File: src/rtl/trap_pkg.sv
package trap_pkg;
  localparam int N_SRC  = 13;
  localparam int CODE_W = $clog2(N_SRC);

  typedef enum logic [1:0] {
    CLS_RESET   = 2'd0,
    CLS_CRIT    = 2'd1,
    CLS_NONCRIT = 2'd2
  } trap_cls_e;

  // bit i set: line i belongs to the group
  localparam logic [N_SRC-1:0] SYNC_MASK = 13'h03E4; // 2,5..9
  localparam logic [N_SRC-1:0] CRIT_MASK = 13'h001E; // 1..4
  localparam logic [N_SRC-1:0] CE_GATE   = 13'h0018; // 3,4
  localparam logic [N_SRC-1:0] EE_GATE   = 13'h1C00; // 10..12

  localparam int RESET_IDX   = 0;
  localparam int SYSCALL_IDX = 8;
endpackage

File: src/rtl/trap_sel.sv
module trap_sel
  import trap_pkg::*;
#(
  parameter int XLEN   = 32,
  parameter int EE_BIT = 15,
  parameter int CE_BIT = 17
) (
  input  logic [N_SRC-1:0]  req,
  input  logic [XLEN-1:0]   msr_in,
  output logic              hit,
  output logic [CODE_W-1:0] idx
);
  logic [N_SRC-1:0] ok;

  for (genvar g = 0; g < N_SRC; g++) begin : g_gate
    if (CE_GATE[g]) begin : g_ce
      assign ok[g] = req[g] & msr_in[CE_BIT];
    end else if (EE_GATE[g]) begin : g_ee
      assign ok[g] = req[g] & msr_in[EE_BIT];
    end else begin : g_open
      assign ok[g] = req[g];
    end
  end

  always_comb begin
    hit = 1'b0;
    idx = '0;
    for (int i = N_SRC - 1; i >= 0; i--) begin
      if (ok[i]) begin
        hit = 1'b1;
        idx = CODE_W'(i);
      end
    end
  end
endmodule

File: src/rtl/trap_save.sv
module trap_save #(
  parameter int XLEN = 32
) (
  input  logic            clk,
  input  logic            rst,
  input  logic            take_nc,
  input  logic            take_cr,
  input  logic [XLEN-1:0] ret_pc,
  input  logic [XLEN-1:0] msr_in,
  output logic [XLEN-1:0] srr0_q,
  output logic [XLEN-1:0] srr1_q,
  output logic [XLEN-1:0] srr2_q,
  output logic [XLEN-1:0] srr3_q
);
  always_ff @(posedge clk) begin
    if (rst) begin
      srr0_q <= '0;
      srr1_q <= '0;
      srr2_q <= '0;
      srr3_q <= '0;
    end else if (take_cr) begin
      srr2_q <= ret_pc;
      srr3_q <= msr_in;
    end else if (take_nc) begin
      srr0_q <= ret_pc;
      srr1_q <= msr_in;
    end
  end
endmodule

File: src/rtl/trap_ctl.sv
module trap_ctl
  import trap_pkg::*;
#(
  parameter int              XLEN      = 32,
  parameter int              EE_BIT    = 15,
  parameter int              CE_BIT    = 17,
  parameter logic [XLEN-1:0] RESET_MSR = '0
) (
  input  logic              clk,
  input  logic              rst,
  input  logic [N_SRC-1:0]  req,
  input  logic [XLEN-1:0]   cur_pc,
  input  logic [XLEN-1:0]   seq_pc,
  input  logic              mc_busy,
  input  logic [XLEN-1:0]   msr_in,
  input  logic              rfi_stb,
  input  logic              rfci_stb,
  output logic              entry_stb,
  output logic [CODE_W-1:0] entry_code,
  output logic [1:0]        entry_cls,
  output logic              msr_wr,
  output logic [XLEN-1:0]   msr_out,
  output logic              pc_wr,
  output logic [XLEN-1:0]   pc_out,
  output logic [XLEN-1:0]   srr0_q,
  output logic [XLEN-1:0]   srr1_q,
  output logic [XLEN-1:0]   srr2_q,
  output logic [XLEN-1:0]   srr3_q
);
  localparam logic [XLEN-1:0] EE_M = XLEN'(1) << EE_BIT;
  localparam logic [XLEN-1:0] CE_M = XLEN'(1) << CE_BIT;

  logic              hit;
  logic [CODE_W-1:0] idx;
  trap_cls_e         cls;
  logic              sync_fault;
  logic              take_nc, take_cr;
  logic [XLEN-1:0]   ret_pc;
  logic [XLEN-1:0]   msr_new;

  trap_sel #(.XLEN(XLEN), .EE_BIT(EE_BIT), .CE_BIT(CE_BIT)) u_sel (
    .req(req), .msr_in(msr_in), .hit(hit), .idx(idx)
  );

  always_comb begin
    if (idx == CODE_W'(RESET_IDX))  cls = CLS_RESET;
    else if (CRIT_MASK[idx])        cls = CLS_CRIT;
    else                            cls = CLS_NONCRIT;
    sync_fault = SYNC_MASK[idx] && (idx != CODE_W'(SYSCALL_IDX));
    take_nc    = hit && (cls == CLS_NONCRIT);
    take_cr    = hit && (cls == CLS_CRIT);
    if (mc_busy)                                   ret_pc = cur_pc;
    else if (cls == CLS_NONCRIT && sync_fault)     ret_pc = cur_pc;
    else                                           ret_pc = seq_pc;
    case (cls)
      CLS_RESET: msr_new = RESET_MSR;
      CLS_CRIT:  msr_new = msr_in & ~(EE_M | CE_M);
      default:   msr_new = msr_in & ~EE_M;
    endcase
  end

  trap_save #(.XLEN(XLEN)) u_save (
    .clk(clk), .rst(rst), .take_nc(take_nc), .take_cr(take_cr),
    .ret_pc(ret_pc), .msr_in(msr_in),
    .srr0_q(srr0_q), .srr1_q(srr1_q), .srr2_q(srr2_q), .srr3_q(srr3_q)
  );

  always_ff @(posedge clk) begin
    if (rst) begin
      entry_stb  <= 1'b0;
      entry_code <= '0;
      entry_cls  <= 2'd0;
      msr_wr     <= 1'b0;
      msr_out    <= '0;
      pc_wr      <= 1'b0;
      pc_out     <= '0;
    end else begin
      entry_stb <= 1'b0;
      msr_wr    <= 1'b0;
      pc_wr     <= 1'b0;
      if (hit) begin
        entry_stb  <= 1'b1;
        entry_code <= idx;
        entry_cls  <= cls;
        msr_wr     <= 1'b1;
        msr_out    <= msr_new;
      end else if (rfci_stb) begin
        pc_wr   <= 1'b1;
        pc_out  <= srr2_q;
        msr_wr  <= 1'b1;
        msr_out <= srr3_q;
      end else if (rfi_stb) begin
        pc_wr   <= 1'b1;
        pc_out  <= srr0_q;
        msr_wr  <= 1'b1;
        msr_out <= srr1_q;
      end
    end
  end
endmodule

File: config.mk
export PLATFORM = sky130hd
export DESIGN_NAME = trap_ctl
export DESIGN_NICKNAME = d
export VERILOG_FILES = /design/src/rtl/trap_pkg.sv /design/src/rtl/trap_sel.sv /design/src/rtl/trap_save.sv /design/src/rtl/trap_ctl.sv
export SDC_FILE = /design/constraint.sdc
export NUM_CORES = 1
export LEC_CHECK = 0
export BUFFER_PORTS_ARGS = -buffer_cell sky130_fd_sc_hd__buf_4
export CAP_MARGIN = 20
export CORE_ASPECT_RATIO = 0.8
export CORE_MARGIN = 2
export CORE_UTILIZATION = 35
export CTS_CLUSTER_SIZE = 16
export DETAILED_ROUTE_END_ITERATION = 16
export GPL_ROUTABILITY_DRIVEN = 0
export SYNTH_ARGS = -nofsm -noshare
export SYNTH_HDL_FRONTEND = slang
export SYNTH_SLANG_ARGS = --single-unit
export TNS_END_PERCENT = 20
File: constraint.sdc
create_clock -name clk -period 2.2 [get_ports clk]
set_clock_uncertainty 0.05 [all_clocks]
set_input_delay 0.33 -clock clk [delete_from_list [all_inputs] [get_ports clk]]
set_output_delay 0.33 -clock clk [all_outputs]
set_load 0.02 [all_outputs]
==> impl_metrics.csv <==
group,metric,value,unit
synth,synth_common_cells,"201 x dfxtp_1, 136 x nor2_1, 135 x a21oi_1, 101 x nand2_1, 72 x clkbuf_1",
synth,ys_ff_latch,201,
power,switching_share,0.291,
sta,relSlewSlack,0.601,
sta,period_needed,1870,ps
clock_network,cts_tree,"yes",
hold_path,hold_depth,3,
power,p_sw,2.77,mW
sta,fmaxAchievable,536,MHz
synth,synth-main-ff-cell,"dfxtp_1",
critical_path,r2r_slack,1120,ps
critical_path,max_stage_delay,430,ps
layout,final_nets,1542,
sta,final-max-slew-violation-count,0,
power,p_leak,5.42,nW
synth,yosys-top-cells-area,"dfxtp_1 41%, a21oi_1 6.9%, mux2i_1 6.5%, a211oi_1 5.3%, nor2_1 5.2%",
synth,synth_cell_type_count,45,
critical_path,path_buf_inv,3,
global_routing,antenna_found_initial,2,
global_routing,grt_pass1_wl,51500,microns
critical_path,crit_chain,"buf_4, or2_1, a311oi_1, buf_4, o21ai_4, buf_12, o311a_1, a211oi_1",
sta,finalSetupViolCount,0,
run,cap_violations,0,
power,power,9.50,mW
hold_path,whs_endpoint,"u_save.srr1_q[23]",
floorplan,dieArea,29200,sq um
route,firstDrtPassIters,5,
floorplan,io_pins,315,
clock_network,clock-sinks,201,
power,combinationalPowerShare,0.199,
global_routing,grt_max_degree,65,
placement,port_buffers,314,
power,power_frac_clock,0.380,
critical_path,crit_top_cell,"buf_4",
critical_path,reg2reg_depth,3,
run_status,status,"finished clean",
clock_network,cts_root_buffer,"clkbuf_16",
route,antenna_left,0,
route,wl,33300,microns
clock_network,hold_buffers,0,
power,p_int,6.73,mW
route,drcViolationCount,0,
synth,synth_compound_area_frac,0.272,
floorplan,core-area,27300,sq um
placement,hpwl,22800,microns
critical_path,cpMaxStageDelayCell,"a311oi_1",
synth,synth.avg_cell_area,8.53,sq um
synth,synthAdderAreaFrac,0,
global_routing,grtUsageTotal,0.219,
clock_network,clk_latency,500,ps
synth,synth_edf_count,0,
floorplan,die_h,153,microns
synth,synthXorXnorAreaFrac,0,
synth,yosysSeqAreaShare,0.413,
hold_path,hold_start,"msr_in[23]",
critical_path,end_kind,"register",
sta,finalHoldViolCount,0,
power,ir_drop,0.000460,V
global_routing,overflow,0,
synth,syn_nets,1256,
synth,synth_top_family_by_area,"compound AO/OA/AOI/OAI gates",
sta,fin_crit_sh,0.849,
critical_path,path_class,"in -> reg",
power,power_density,705,nW/um^2
synth,ys.warnings.count,0,
floorplan,die_w,190,microns
synth,synth_most_common_cell,"dfxtp_1",
synth,synthArstFlopShare,0,
clock_network,h-tree-depth,1,
floorplan,row_count,54,
synth,synth_cells,1142,
synth,synthDominantCellAreaShare,0.413,
clock_network,clk_pin_slew,60,ps
sta,setup-tns-final,0,ps
critical_path,rr_startpoint,"u_save.srr3_q[17]",
sta,worst_pin_slew,598,ps
critical_path,rr_endpoint,"msr_out[17]",
clock_network,post-cts-setup-buffers,0,
critical_path,cp_data_required_time,2560,ps
power,sequentialPowerShare,0.421,
critical_path,worst_ep_arrival_time,2230,ps
route,routedWlPerCell,18.4,microns
critical_path,cp_max_fo,43,
route,num_vias,9669,
clock_network,cts_buffers,23,
route,via_per_inst,5.34,
synth,muxShareOfSynthArea,0.0648,
clock_network,cts_resized,0,
critical_path,path_delay_family,"compound AO/OA/AOI/OAI gates",
sta,rsz0062_at_grt,"no",
route,drt_iter0_markers,617,
clock_network,clk_path_buf_depth,3,
global_routing,grt_pass1_vias,8846,
layout,syn_to_final_growth,38.4,%
synth,netlist_area,9740,sq um
synth,synth_top_area_cell,"dfxtp_1",
layout,drive_gt1_frac,0.316,
floorplan,start_util,0.357,
hold_path,hold_class,"in -> reg",
critical_path,setup.worst_path.start_class,"input pin",
synth,synth-simple-area-share,0.193,
placed cells by master (no fill, tap or decap), drive strengths merged, types with 2 or more instances in the layout:
master / count
buf: 381
o311a: 32
a2111oi: 3
nand4b: 32
nand2b: 65
a21o: 2
nor3: 2
or2: 3
clkbuf: 34
nor3b: 30
a31oi: 3
nor2: 137
o211ai: 32
diode: 2
o21ai: 65
a21oi: 135
nand2: 101
inv: 3
mux2i: 63
clkinv: 7
dfxtp: 201
a211oi: 97
nor4: 3
area by class of cell:
type	instances	area [sq um]
Fill cell	2661	13800
Multi-Input combinational cell	818	5210
Sequential cell	201	4020
Timing Repair Buffer	381	3080
Clock buffer	34	657
Tap cell	364	455
Clock inverter	7	38.8
Inverter	3	11.3
Antenna cell	2	5.00
how the worst max path moves through the flow:
stage	start	to	slack (ps)	depth (start not counted)
6_report	req[10]	u_save.srr0_q[24]	330	8
5_1_grt	req[10]	u_save.srr0_q[12]	280	8
4_1_cts	req[10]	u_save.srr0_q[24]	410	8
3_5_place_dp	req[10]	u_save.srr0_q[8]	-120	8
3_3_place_gp	req[10]	u_save.srr0_q[20]	-110	8
2_1_floorplan	msr_in[17]	u_save.srr2_q[12]	130	9
worst reg2reg max path, stage by stage, from the launching register on:
cell and delay (ps):
dfxtp_1 380, inv_1 50, a221o_1 300, a211oi_1 210
metal layers:
metal  share of wire  wire length, microns  up-vias  global-route usage
li1                -                     -     4708                   -
met1            0.46                 15400     4605               0.311
met2            0.46                 15200      312               0.344
met3           0.061                  2040       44              0.0374
met4           0.020                   655        0              0.0528
met5               0                     0        -                   0
stage by stage:
step	setup slack (ps)	utilization	hold slack, ps	instances	area, sq um
global route	279	0.494	24.0	1810	13500
CTS	407	0.493	12.2	1808	13500
floorplan	130	-	416	1142	9740
global placement	-108	0.468	396	1767	12800
detailed placement	-123	0.468	400	1767	12800
finish	333	0.494	39.2	1810	13500
power groups by stage:
stage	Combinational, mW	Sequential, mW	Clock, mW
CTS	1.90	4.00	3.71
detailed placement	1.90	4.08	0
global route	2.04	4.03	3.84
floorplan	0.852	4.26	0
global placement	1.87	4.08	0
finish	1.89	4.00	3.61
state kept, by name, summed over array words and instances (netlist names):
name and cells:
u_save.srr1_q 32, entry_code 4, u_save.srr3_q 32, u_save.srr0_q 32, entry_stb 1, pc_out 32
u_save.srr2_q 32, msr_wr 1, msr_out 32, pc_wr 1, entry_cls 2
logic make-up after synthesis:
kind of cell           after synthesis
AOI/OAI and AO/OA                  379
and+or+nand+nor                    376
DFF                                201
buffers and inverters              123
muxes                               63
Note: power is estimated with default switching activity, not from simulation.
